File: config.mk
export PLATFORM = sky130hd
export DESIGN_NAME = keyed_wdog
export DESIGN_NICKNAME = d
export VERILOG_FILES = /design/src/rtl/keyed_wdog_pkg.sv /design/src/rtl/keyed_wdog_cmd.sv /design/src/rtl/keyed_wdog_cfg.sv /design/src/rtl/keyed_wdog_cnt.sv /design/src/rtl/keyed_wdog.sv
export SDC_FILE = /design/constraint.sdc
export NUM_CORES = 1
export LEC_CHECK = 0
export ABC_AREA = 1
export BUFFER_PORTS_ARGS = -buffer_cell sky130_fd_sc_hd__buf_2
export CAP_MARGIN = 30
export CORE_UTILIZATION = 55
export DETAILED_ROUTE_END_ITERATION = 16
export PLACE_DENSITY = 0.83
export SLEW_MARGIN = 5
export SYNTH_ARGS = -nofsm -noshare
export SYNTH_HDL_FRONTEND = slang
export SYNTH_SLANG_ARGS = --single-unit
File: constraint.sdc
create_clock -name clk -period 3.69 [get_ports clk]
set_input_delay 0.369 -clock clk [delete_from_list [all_inputs] [get_ports clk]]
set_output_delay 0.369 -clock clk [all_outputs]
set_load 0.05 [all_outputs]
File: src/rtl/keyed_wdog_pkg.sv
// Shared constants for the keyed watchdog: register word addresses,
// control-register bit positions and the command key values.
package keyed_wdog_pkg;

    localparam logic [1:0] ADDR_CTRL  = 2'd0;
    localparam logic [1:0] ADDR_CMD   = 2'd1;
    localparam logic [1:0] ADDR_LIMIT = 2'd2;
    localparam logic [1:0] ADDR_WIN   = 2'd3;

    localparam int B_UPD = 5;
    localparam int B_EN  = 7;
    localparam int B_SEL = 8;
    localparam int B_RCS = 10;
    localparam int B_ULK = 11;
    localparam int B_C32 = 13;
    localparam int B_FLG = 14;

    localparam logic [31:0] KEY_UNLK32 = 32'hD928_C520;
    localparam logic [31:0] KEY_REF32  = 32'hB480_A602;
    localparam logic [31:0] KEY_UNLK_A = 32'h0000_C520;
    localparam logic [31:0] KEY_UNLK_B = 32'h0000_D928;
    localparam logic [31:0] KEY_REF_A  = 32'h0000_A602;
    localparam logic [31:0] KEY_REF_B  = 32'h0000_B480;

    typedef enum logic [1:0] {
        SEQ_IDLE = 2'd0,
        SEQ_UNLK = 2'd1,
        SEQ_REF  = 2'd2
    } seq_e;

endpackage

File: src/rtl/keyed_wdog_cmd.sv
// Command-key decoder. Turns writes to the command register into one-cycle
// unlock and refresh requests. In wide mode each write is matched on its own.
// In narrow mode a first half arms a pending state, and the next command
// write either completes the pair or aborts it.
// Assumes: cmd_wr is high for one cycle per bus write.
module keyed_wdog_cmd
    import keyed_wdog_pkg::*;
(
    input  logic        clk,
    input  logic        rst_n,
    input  logic        cmd_wr,
    input  logic        mode32,
    input  logic [31:0] wdata,
    output logic        unlock_o,
    output logic        refresh_o
);

    seq_e st_q, st_d;

    // Key matching and next state of the narrow-pair sequencer.
    always_comb begin
        st_d      = st_q;
        unlock_o  = 1'b0;
        refresh_o = 1'b0;
        if (cmd_wr) begin
            if (mode32) begin
                st_d      = SEQ_IDLE;
                unlock_o  = (wdata == KEY_UNLK32);
                refresh_o = (wdata == KEY_REF32);
            end else begin
                case (st_q)
                    SEQ_UNLK: begin
                        st_d     = SEQ_IDLE;
                        unlock_o = (wdata == KEY_UNLK_B);
                    end
                    SEQ_REF: begin
                        st_d      = SEQ_IDLE;
                        refresh_o = (wdata == KEY_REF_B);
                    end
                    default: begin
                        if (wdata == KEY_UNLK_A)
                            st_d = SEQ_UNLK;
                        else if (wdata == KEY_REF_A)
                            st_d = SEQ_REF;
                    end
                endcase
            end
        end
    end

    // Sequencer state register.
    always_ff @(posedge clk) begin
        if (!rst_n)
            st_q <= SEQ_IDLE;
        else
            st_q <= st_d;
    end

endmodule

File: src/rtl/keyed_wdog_cfg.sv
// Configuration store with unlock gating. Holds the control fields, limit
// and window. An unlock opens a write window of UNLOCK_CYC cycles, and a
// control write closes it early. If update permission is cleared, further
// unlocks are refused until reset. Also holds the sticky timeout flag.
// Assumes: unlock_req and timeout_ev are one-cycle strobes.
module keyed_wdog_cfg
    import keyed_wdog_pkg::*;
#(
    parameter int CNT_W      = 16,
    parameter int UNLOCK_CYC = 255
) (
    input  logic             clk,
    input  logic             rst_n,
    input  logic             bus_wr,
    input  logic [1:0]       bus_addr,
    input  logic [31:0]      wdata,
    input  logic             unlock_req,
    input  logic             timeout_ev,
    output logic             en,
    output logic             upd,
    output logic [1:0]       sel,
    output logic             mode32,
    output logic             rcs,
    output logic             ulk,
    output logic             flag,
    output logic [CNT_W-1:0] limit,
    output logic [CNT_W-1:0] win,
    output logic             ctrl_wr
);

    localparam int UW = $clog2(UNLOCK_CYC + 1);

    logic [UW-1:0] ucnt_q;
    logic          wr_ok;
    logic          unlock_ok;
    logic          unused_bits;

    assign ulk         = (ucnt_q != '0);
    assign wr_ok       = bus_wr && ulk;
    assign ctrl_wr     = wr_ok && (bus_addr == ADDR_CTRL);
    assign unlock_ok   = unlock_req && upd;
    assign unused_bits = ^{wdata[31:15], wdata[12:10], wdata[6], wdata[4:0]};

    // Unlock window down-counter: loaded on unlock, cleared by a control write.
    always_ff @(posedge clk) begin
        if (!rst_n)
            ucnt_q <= '0;
        else if (ctrl_wr)
            ucnt_q <= '0;
        else if (unlock_ok)
            ucnt_q <= UW'(UNLOCK_CYC);
        else if (ulk)
            ucnt_q <= ucnt_q - 1'b1;
    end

    // Control fields and the reconfiguration-done status.
    always_ff @(posedge clk) begin
        if (!rst_n) begin
            en     <= 1'b0;
            upd    <= 1'b1;
            sel    <= 2'd0;
            mode32 <= 1'b1;
            rcs    <= 1'b1;
        end else if (ctrl_wr) begin
            en     <= wdata[B_EN];
            upd    <= wdata[B_UPD];
            sel    <= wdata[B_SEL+1:B_SEL];
            mode32 <= wdata[B_C32];
            rcs    <= 1'b1;
        end else if (unlock_ok) begin
            rcs    <= 1'b0;
        end
    end

    // Sticky timeout flag: a new timeout wins over a write-one clear.
    always_ff @(posedge clk) begin
        if (!rst_n)
            flag <= 1'b0;
        else if (timeout_ev)
            flag <= 1'b1;
        else if (ctrl_wr && wdata[B_FLG])
            flag <= 1'b0;
    end

    // Limit and window registers.
    always_ff @(posedge clk) begin
        if (!rst_n) begin
            limit <= '1;
            win   <= '0;
        end else if (wr_ok) begin
            if (bus_addr == ADDR_LIMIT)
                limit <= wdata[CNT_W-1:0];
            if (bus_addr == ADDR_WIN)
                win <= wdata[CNT_W-1:0];
        end
    end

endmodule

File: src/rtl/keyed_wdog_cnt.sv
// Timeout counter and reset-pulse generator. Counts qualified ticks, fires
// when the next count would reach the limit, checks refreshes against the
// window, and stretches either event into an RST_CYC-cycle reset pulse.
// Assumes: clear and refresh are never high in the same cycle.
module keyed_wdog_cnt #(
    parameter int CNT_W   = 16,
    parameter int RST_CYC = 16
) (
    input  logic             clk,
    input  logic             rst_n,
    input  logic             tick,
    input  logic             en,
    input  logic             clear,
    input  logic             refresh,
    input  logic [CNT_W-1:0] limit,
    input  logic [CNT_W-1:0] win,
    output logic [CNT_W-1:0] cnt_q,
    output logic             timeout_ev,
    output logic             viol_ev,
    output logic             rst_o
);

    localparam int RW = $clog2(RST_CYC + 1);

    logic [CNT_W:0]  cnt_next;
    logic [RW-1:0]   pulse_q;

    assign cnt_next   = {1'b0, cnt_q} + 1'b1;
    assign timeout_ev = tick && !clear && !refresh && (cnt_next >= {1'b0, limit});
    assign viol_ev    = refresh && en && (win != '0) && (cnt_q < win);
    assign rst_o      = (pulse_q != '0);

    // Counter: clear and refresh take priority over counting.
    always_ff @(posedge clk) begin
        if (!rst_n)
            cnt_q <= '0;
        else if (clear || refresh || timeout_ev)
            cnt_q <= '0;
        else if (tick)
            cnt_q <= cnt_next[CNT_W-1:0];
    end

    // Reset pulse length counter, restarted by any new event.
    always_ff @(posedge clk) begin
        if (!rst_n)
            pulse_q <= '0;
        else if (timeout_ev || viol_ev)
            pulse_q <= RW'(RST_CYC);
        else if (rst_o)
            pulse_q <= pulse_q - 1'b1;
    end

endmodule

File: src/rtl/keyed_wdog.sv
// Keyed-command watchdog top. Wires the key decoder, configuration store
// and counter together, selects the tick source, and returns register reads.
// Assumes: one bus write per cycle; tick_src is synchronous to clk.
module keyed_wdog
    import keyed_wdog_pkg::*;
#(
    parameter int CNT_W      = 16,
    parameter int UNLOCK_CYC = 255,
    parameter int RST_CYC    = 16
) (
    input  logic        clk,
    input  logic        rst_n,
    input  logic        bus_wr,
    input  logic [1:0]  bus_addr,
    input  logic [31:0] bus_wdata,
    output logic [31:0] bus_rdata,
    input  logic [3:0]  tick_src,
    output logic        wdog_rst,
    output logic        wdog_irq
);

    logic             unlock_req, refresh_req;
    logic             en, upd, mode32, rcs, ulk, flag, ctrl_wr;
    logic [1:0]       sel;
    logic [CNT_W-1:0] limit, win, cnt_val;
    logic             cnt_tick, timeout_ev, viol_ev;
    logic             cmd_wr;

    assign cmd_wr   = bus_wr && (bus_addr == ADDR_CMD);
    assign cnt_tick = en && tick_src[sel];
    assign wdog_irq = flag;

    keyed_wdog_cmd u_cmd (
        .clk       (clk),
        .rst_n     (rst_n),
        .cmd_wr    (cmd_wr),
        .mode32    (mode32),
        .wdata     (bus_wdata),
        .unlock_o  (unlock_req),
        .refresh_o (refresh_req)
    );

    keyed_wdog_cfg #(.CNT_W(CNT_W), .UNLOCK_CYC(UNLOCK_CYC)) u_cfg (
        .clk        (clk),
        .rst_n      (rst_n),
        .bus_wr     (bus_wr),
        .bus_addr   (bus_addr),
        .wdata      (bus_wdata),
        .unlock_req (unlock_req),
        .timeout_ev (timeout_ev),
        .en         (en),
        .upd        (upd),
        .sel        (sel),
        .mode32     (mode32),
        .rcs        (rcs),
        .ulk        (ulk),
        .flag       (flag),
        .limit      (limit),
        .win        (win),
        .ctrl_wr    (ctrl_wr)
    );

    keyed_wdog_cnt #(.CNT_W(CNT_W), .RST_CYC(RST_CYC)) u_cnt (
        .clk        (clk),
        .rst_n      (rst_n),
        .tick       (cnt_tick),
        .en         (en),
        .clear      (ctrl_wr),
        .refresh    (refresh_req),
        .limit      (limit),
        .win        (win),
        .cnt_q      (cnt_val),
        .timeout_ev (timeout_ev),
        .viol_ev    (viol_ev),
        .rst_o      (wdog_rst)
    );

    // Register read multiplexer.
    always_comb begin
        bus_rdata = '0;
        case (bus_addr)
            ADDR_CTRL: begin
                bus_rdata[B_UPD]           = upd;
                bus_rdata[B_EN]            = en;
                bus_rdata[B_SEL+1:B_SEL]   = sel;
                bus_rdata[B_RCS]           = rcs;
                bus_rdata[B_ULK]           = ulk;
                bus_rdata[B_C32]           = mode32;
                bus_rdata[B_FLG]           = flag;
            end
            ADDR_CMD:   bus_rdata = 32'(cnt_val);
            ADDR_LIMIT: bus_rdata = 32'(limit);
            default:    bus_rdata = 32'(win);
        endcase
    end

endmodule

After elaboration in Yosys (flattened, before gate mapping)
Index checks and enable logic that the tools add are counted.
{ "totals": {"output_inout_bits": 34, "elab_cells": 88, "ff_bits": 70} }
{ "op_classes": {"n_addsub": 3, "order_cmp": 3, "muxes": 25, "n_eq_ne": 11, "bitwise_logic": 1, "n_reduce_logical": 32} }
{ "ops": {"columns": ["op", "n"], "rows": [
  ["equality test 32 x 16 -> 1 bit (second input constant)", 4],
  ["equality test 32 bit (second input constant)", 2],
  ["one-hot mux 5 bit (3 select lines)", 2],
  ["adder 16 x 1 -> 17 bit (second input constant)", 1],
  ["greater-or-equal comparator 17 x 16 -> 1 bit", 1],
  ["less-than comparator 16 bit", 1],
  ["two-way mux 8 bit", 2],
  ["nonzero test 16 bit", 1],
  ["logical AND 1 bit", 12],
  ["one-hot mux 1 bit (3 select lines)", 4],
  ["two-way mux 5 bit", 2],
  ["two-way mux 1 bit", 9],
  ["two-way mux 2 bit", 4],
  ["nonzero test 8 bit", 1],
  ["OR reduction 2 bit", 4],
  ["subtractor 8 x 1 -> 8 bit (second input constant)", 1],
  ["equality test 2 bit (second input constant)", 3],
  ["one-hot mux 2 bit (3 select lines)", 1],
  ["AND reduction 2 bit", 3],
  ["nonzero test 2 bit", 3],
  ["nonzero test 5 bit", 1],
  ["subtractor 5 x 1 -> 5 bit (second input constant)", 1],
  ["equality test 2 x 1 -> 1 bit (second input constant)", 2],
  ["nonzero test 4 bit", 1],
  ["other kinds (6)", 9]
]} }

Logic depth before layout (Yosys ltp)
{ "depth": {"word_depth": 9, "mapped_depth": 19, "ltp_nobuf": 19} }

Cells and area by module
A second synthesis with hierarchy kept.
{ "hier_totals": {"hier_cells": 839, "area_unflattened_um2": 5383.9} }
{ "by_module_without_submodules": {"columns": ["module", "instances", "cells_per_inst", "area_per_inst_um2"], "rows": [
  ["keyed_wdog_cnt", 1, 323, 2215.9],
  ["keyed_wdog_cfg", 1, 279, 2018.2],
  ["keyed_wdog", 1, 114, 575.6],
  ["keyed_wdog_cmd", 1, 123, 574.3]
]} }

Worst setup path after synthesis
OpenSTA, ideal clock, no wires.
{ "synth_timing": {"path_type": "reg-to-reg", "from": "register u_cnt.cnt_q[0]", "to": "register u_cnt.cnt_q[5]", "arrival_time_ps": 2372, "path_slack_ps": 1194, "path_buffers": 1, "setup_ps": 124, "required_time_ps": 3566, "stages_incl_launch_ff": 19, "path_cell_list": "dfxtp_1 nand3_2 nor2_1 nand4_2 nor3_4 nand4_1 nand2_1 inv_1 ha_1 nand2_1 nor2_1 nand4_1 o21ai_0 nor2_1 nand2_2 nand3_4 nand2_4 buf_12 nor2_4"} }
{ "synth_via": {"elab_chain_len": 5} }
{ "synth_lines": {"columns": ["item", "line", "rtl"], "rows": [
  ["start, declared", "keyed_wdog_cnt.sv:17", "output logic [CNT_W-1:0] cnt_q,"],
  ["start signal, assigned", "keyed_wdog_cnt.sv:40", "cnt_q <= cnt_next[CNT_W-1:0];"],
  ["adder 16 x 1 -> 17 bit", "keyed_wdog_cnt.sv:28", "assign cnt_next = {1'b0, cnt_q} + 1'b1;"],
  ["via u_cnt.cnt_next[11]", "keyed_wdog_cnt.sv:25", "logic [CNT_W:0] cnt_next;"],
  ["greater-or-equal comparator 17 x 16 -> 1 bit", "keyed_wdog_cnt.sv:29", "assign timeout_ev = tick && !clear && !refresh && (cnt_next >= {1'b0, limit});"],
  ["logical AND 1 bit", "keyed_wdog_cnt.sv:29", null],
  ["logical OR 1 bit", "keyed_wdog_cnt.sv:37", "else if (clear || refresh || timeout_ev)"],
  ["OR reduction 2 bit (no source line)", null, null]
]} }
The timed path passes the listed nets, and every way through them passes these cells.
A chain may end at the register's enable or synchronous reset.

Worst setup path in the final report
{ "layout_timing": {"from": "register u_cnt.cnt_q[0]", "to": "register u_cnt.cnt_q[1]"} }
Same word-level chain as after synthesis.

==> flow_summary.ini <==
[detailed_routing]
drt-wirelength-per-cell_um = 14.94
vias = 4822
ant_nets = 0
initialDrtViolationCount = 284
first_pass_iters = 5
viasPerCell = 5.530
wirelength_mm = 13.03
drc = 0

[clocking]
ctsHtreeMaxLevel = 3
cts_tree = built
cts.sink_count = 70
clock_latency_ns = 0.36
cts_buffers = 9
postCtsSetupBuffers = 0
clk_path_buf_depth = 2
cts-resized-gates = 0
clk_pin_slew_worst_paths_ns = 0.09
ctsHoldBuffers = 0
root_buffer = clkbuf_8

[outcome]
status = finished, final reports clean

[sta]
fmax_ghz = 0.3301
max-slew-margin-rel = 0.5591
hold_viol = 0
skew_ns = 0.01613
rsz0062_at_grt = no
finalCritPeriodShare = 0.8209
worst_slew_pin_slew_ns = 0.6614
fin_tns_setup_ns = 0
setup_viol_count_final = 0
period_minus_slack_ns = 3.029
slew_violations = 0

[synth]
synth-warning-count = 0
yosys-top-cells-area = dfxtp_1, nand2_1, ha_1
synth_cells = 706
synthTopCellsByCount = nand2_1, inv_1, dfxtp_1, nor2_1, o21ai_0
yosysTopAreaCell = dfxtp_1
synth_edf_count = 0
netlist_area_mm2 = 0.004918
yosysSeqAreaShare = 0.2849
yosysMostFrequentCell = nand2_1
synth.distinct_cells = 47
syn_avg_cell_area_um2 = 6.967
async_reset_ff_frac = 0
ys_ff_latch = 70
synth_top_area_frac = 0.2849
synth_flop_cell = dfxtp_1

[floorplanning]
dieArea_mm2 = 0.009325
num_io_pins = 75
initial_core_util = 0.5668
rows = 34
die_width_um = 96.57
design.core.area_mm2 = 0.008678
chipHeight_um = 96.57

[cells_and_area]
drive_above_1_share = 0.1610
stdcell_count = 872
antennaDiodeCount = 0
synthToLayoutAreaGrowth_pct = 11.04
final_nets = 839

[place]
finalWeightedCongestion = 0.9748
port_buffers = 58
dp_cells = 857
dpl.hpwl_mm = 10.30

[global_route]
overflow = 0
grt_pass1_wl_mm = 20.78
grt_start_max_net_pins = 44
track_usage = 0.2947
grt_pass1_vias = 4256
antenna_found_initial = 0

[flow_run]
cap_violations = 0

[worst_setup_path]
cp_data_arrival_time_ns = 3.26
path_cells = nand3_2, nor2_1, nand4_2, nor3_4, xor2_1, inv_1, ha_1, nand2_1, nor2_1, nand4_1, o21ai_0, nor2_1, nand2_2, nand3_4, nand2_4, nor2_1
critPathBufInv = 1
crit_top_cell = nor2_1
cp-end-kind = register
worstPathMaxFanout = 16
worstSetupStartpointType = register
cp_slowest_stage_delay_ns = 0.46
critPathKind = reg -> reg
path_delay_family = simple AND/OR/NAND/NOR gates
cpMaxStageDelayCell = dfxtp_1
cp.required_ns = 3.92

[power_and_ir_drop]
ir_drop_mv = 0.3565
p_per_area_mw_per_mm2 = 520.1
leakage_nw = 2.779

[hold_path]
worstHoldPathType = in -> reg
[cell families (layout without fill, tap and decap cells)]
group           Yosys count  in the layout  synth area share
flops                    70             70            0.2849
compound gates          137            137            0.1603
other cells               1             16         0.0007624
simple gates            298            298            0.3002
fa+ha+maj                38             38           0.09667
xor+xnor                 16             16           0.02849
buf+inv                 146            189            0.1287
[flip-flops by register name, summed over array words and instances (netlist names), 2 cells and up]
register / cells
u_cnt.cnt_q: 16
u_cfg.limit: 16
u_cfg.win: 16
u_cmd.st_q: 2
u_cfg.ucnt_q: 8
u_cnt.pulse_q: 5
u_cfg.sel: 2
[layer usage]
| metal | track usage | wire (um) | up-vias |
|---|---|---|---|
| met4 | 0.1189 | 376 | 0 |
| met3 | 0.03756 | 754 | 31 |
| li1 | - | - | 2391 |
| met5 | 0 | 0 | - |
| met1 | 0.3939 | 5741 | 2218 |
| met2 | 0.4789 | 6153 | 182 |
[worst reg2reg max path: cells and delay by family, from the launching register on]
kind                       cells  cell delay [ns]
and+or+nand+nor               12             1.64
buffers and inverters          1             0.08
xor gates and xnor gates       1             0.25
AOI/OAI and AO/OA              1             0.18
adders and majority gates      1             0.28
DFF                            1             0.46
[metrics by stage]
step	setup slack [ns]	power [mW]	hold WS, ns	utilization	cell area, um2
3_5_place_dp	0.7668	2.068	0.4629	0.6012	5218
5_1_grt	0.4392	3.046	0.3117	0.6293	5461
2_1_floorplan	1.194	1.825	0.4191	-	4975
3_3_place_gp	0.9049	2.027	0.4496	0.5999	5206
4_1_cts	0.7432	2.843	0.2869	0.6293	5461
6_report	0.6610	2.840	0.2988	0.6293	5461
[layout by cell type, fill, tap and decap left out, types with 2 or more instances in the layout]
cell type,n
or2_1,2
buf_2,58
clkbuf_8,10
o22ai_1,8
a21oi_1,44
nor2_2,7
nor3_1,9
nor3_2,4
nand4_1,14
nand3_1,34
nor2_1,63
o211ai_1,19
nor4_1,2
buf_4,2
nand3b_1,2
a21o_1,2
nor2_4,10
ha_1,38
xor2_1,14
conb_1,16
xnor2_1,2
bufinv_16,3
nor3b_1,2
o221ai_1,7
o21ai_0,50
nand3_2,4
o21ai_1,3
nand2_4,2
dfxtp_1,70
nand3_4,2
nand2_2,5
inv_1,104
nand2_1,130
inv_2,8
[power breakdown]
group	leakage [nW]	internal (mW)	switching, mW
logic	2.09	0.356	0.747
registers	0.572	0.875	0.0884
clock network	0.119	0.466	0.308
[area by class of cell]
class                      instances  area [um2]
sequential                        70        1401
clock buffer                      10       137.6
timing repair buffer              61       316.6
inverter                         113       424.2
fill                             817        3217
tap                              108       135.1
multi-input combinational        505        2940
clock inverter                     5       106.4
[worst paths after layout]
path / depth (start not counted) / endpoint / start / slack [ns]
setup reg to reg: 16 / u_cnt.cnt_q[1]$_SDFFE_PP0P_ / u_cnt.cnt_q[0]$_SDFFE_PP0P_ / 0.66
hold / removal: 3 / u_cfg.limit[3]$_SDFFE_PN1P_ / bus_wdata[3] / 0.30
setup / recovery: 16 / u_cnt.cnt_q[1]$_SDFFE_PP0P_ / u_cnt.cnt_q[0]$_SDFFE_PP0P_ / 0.66
hold reg to reg: 2 / u_cfg.limit[14]$_SDFFE_PN1P_ / u_cfg.limit[14]$_SDFFE_PN1P_ / 0.48
Power figures use the tool's default switching activity.
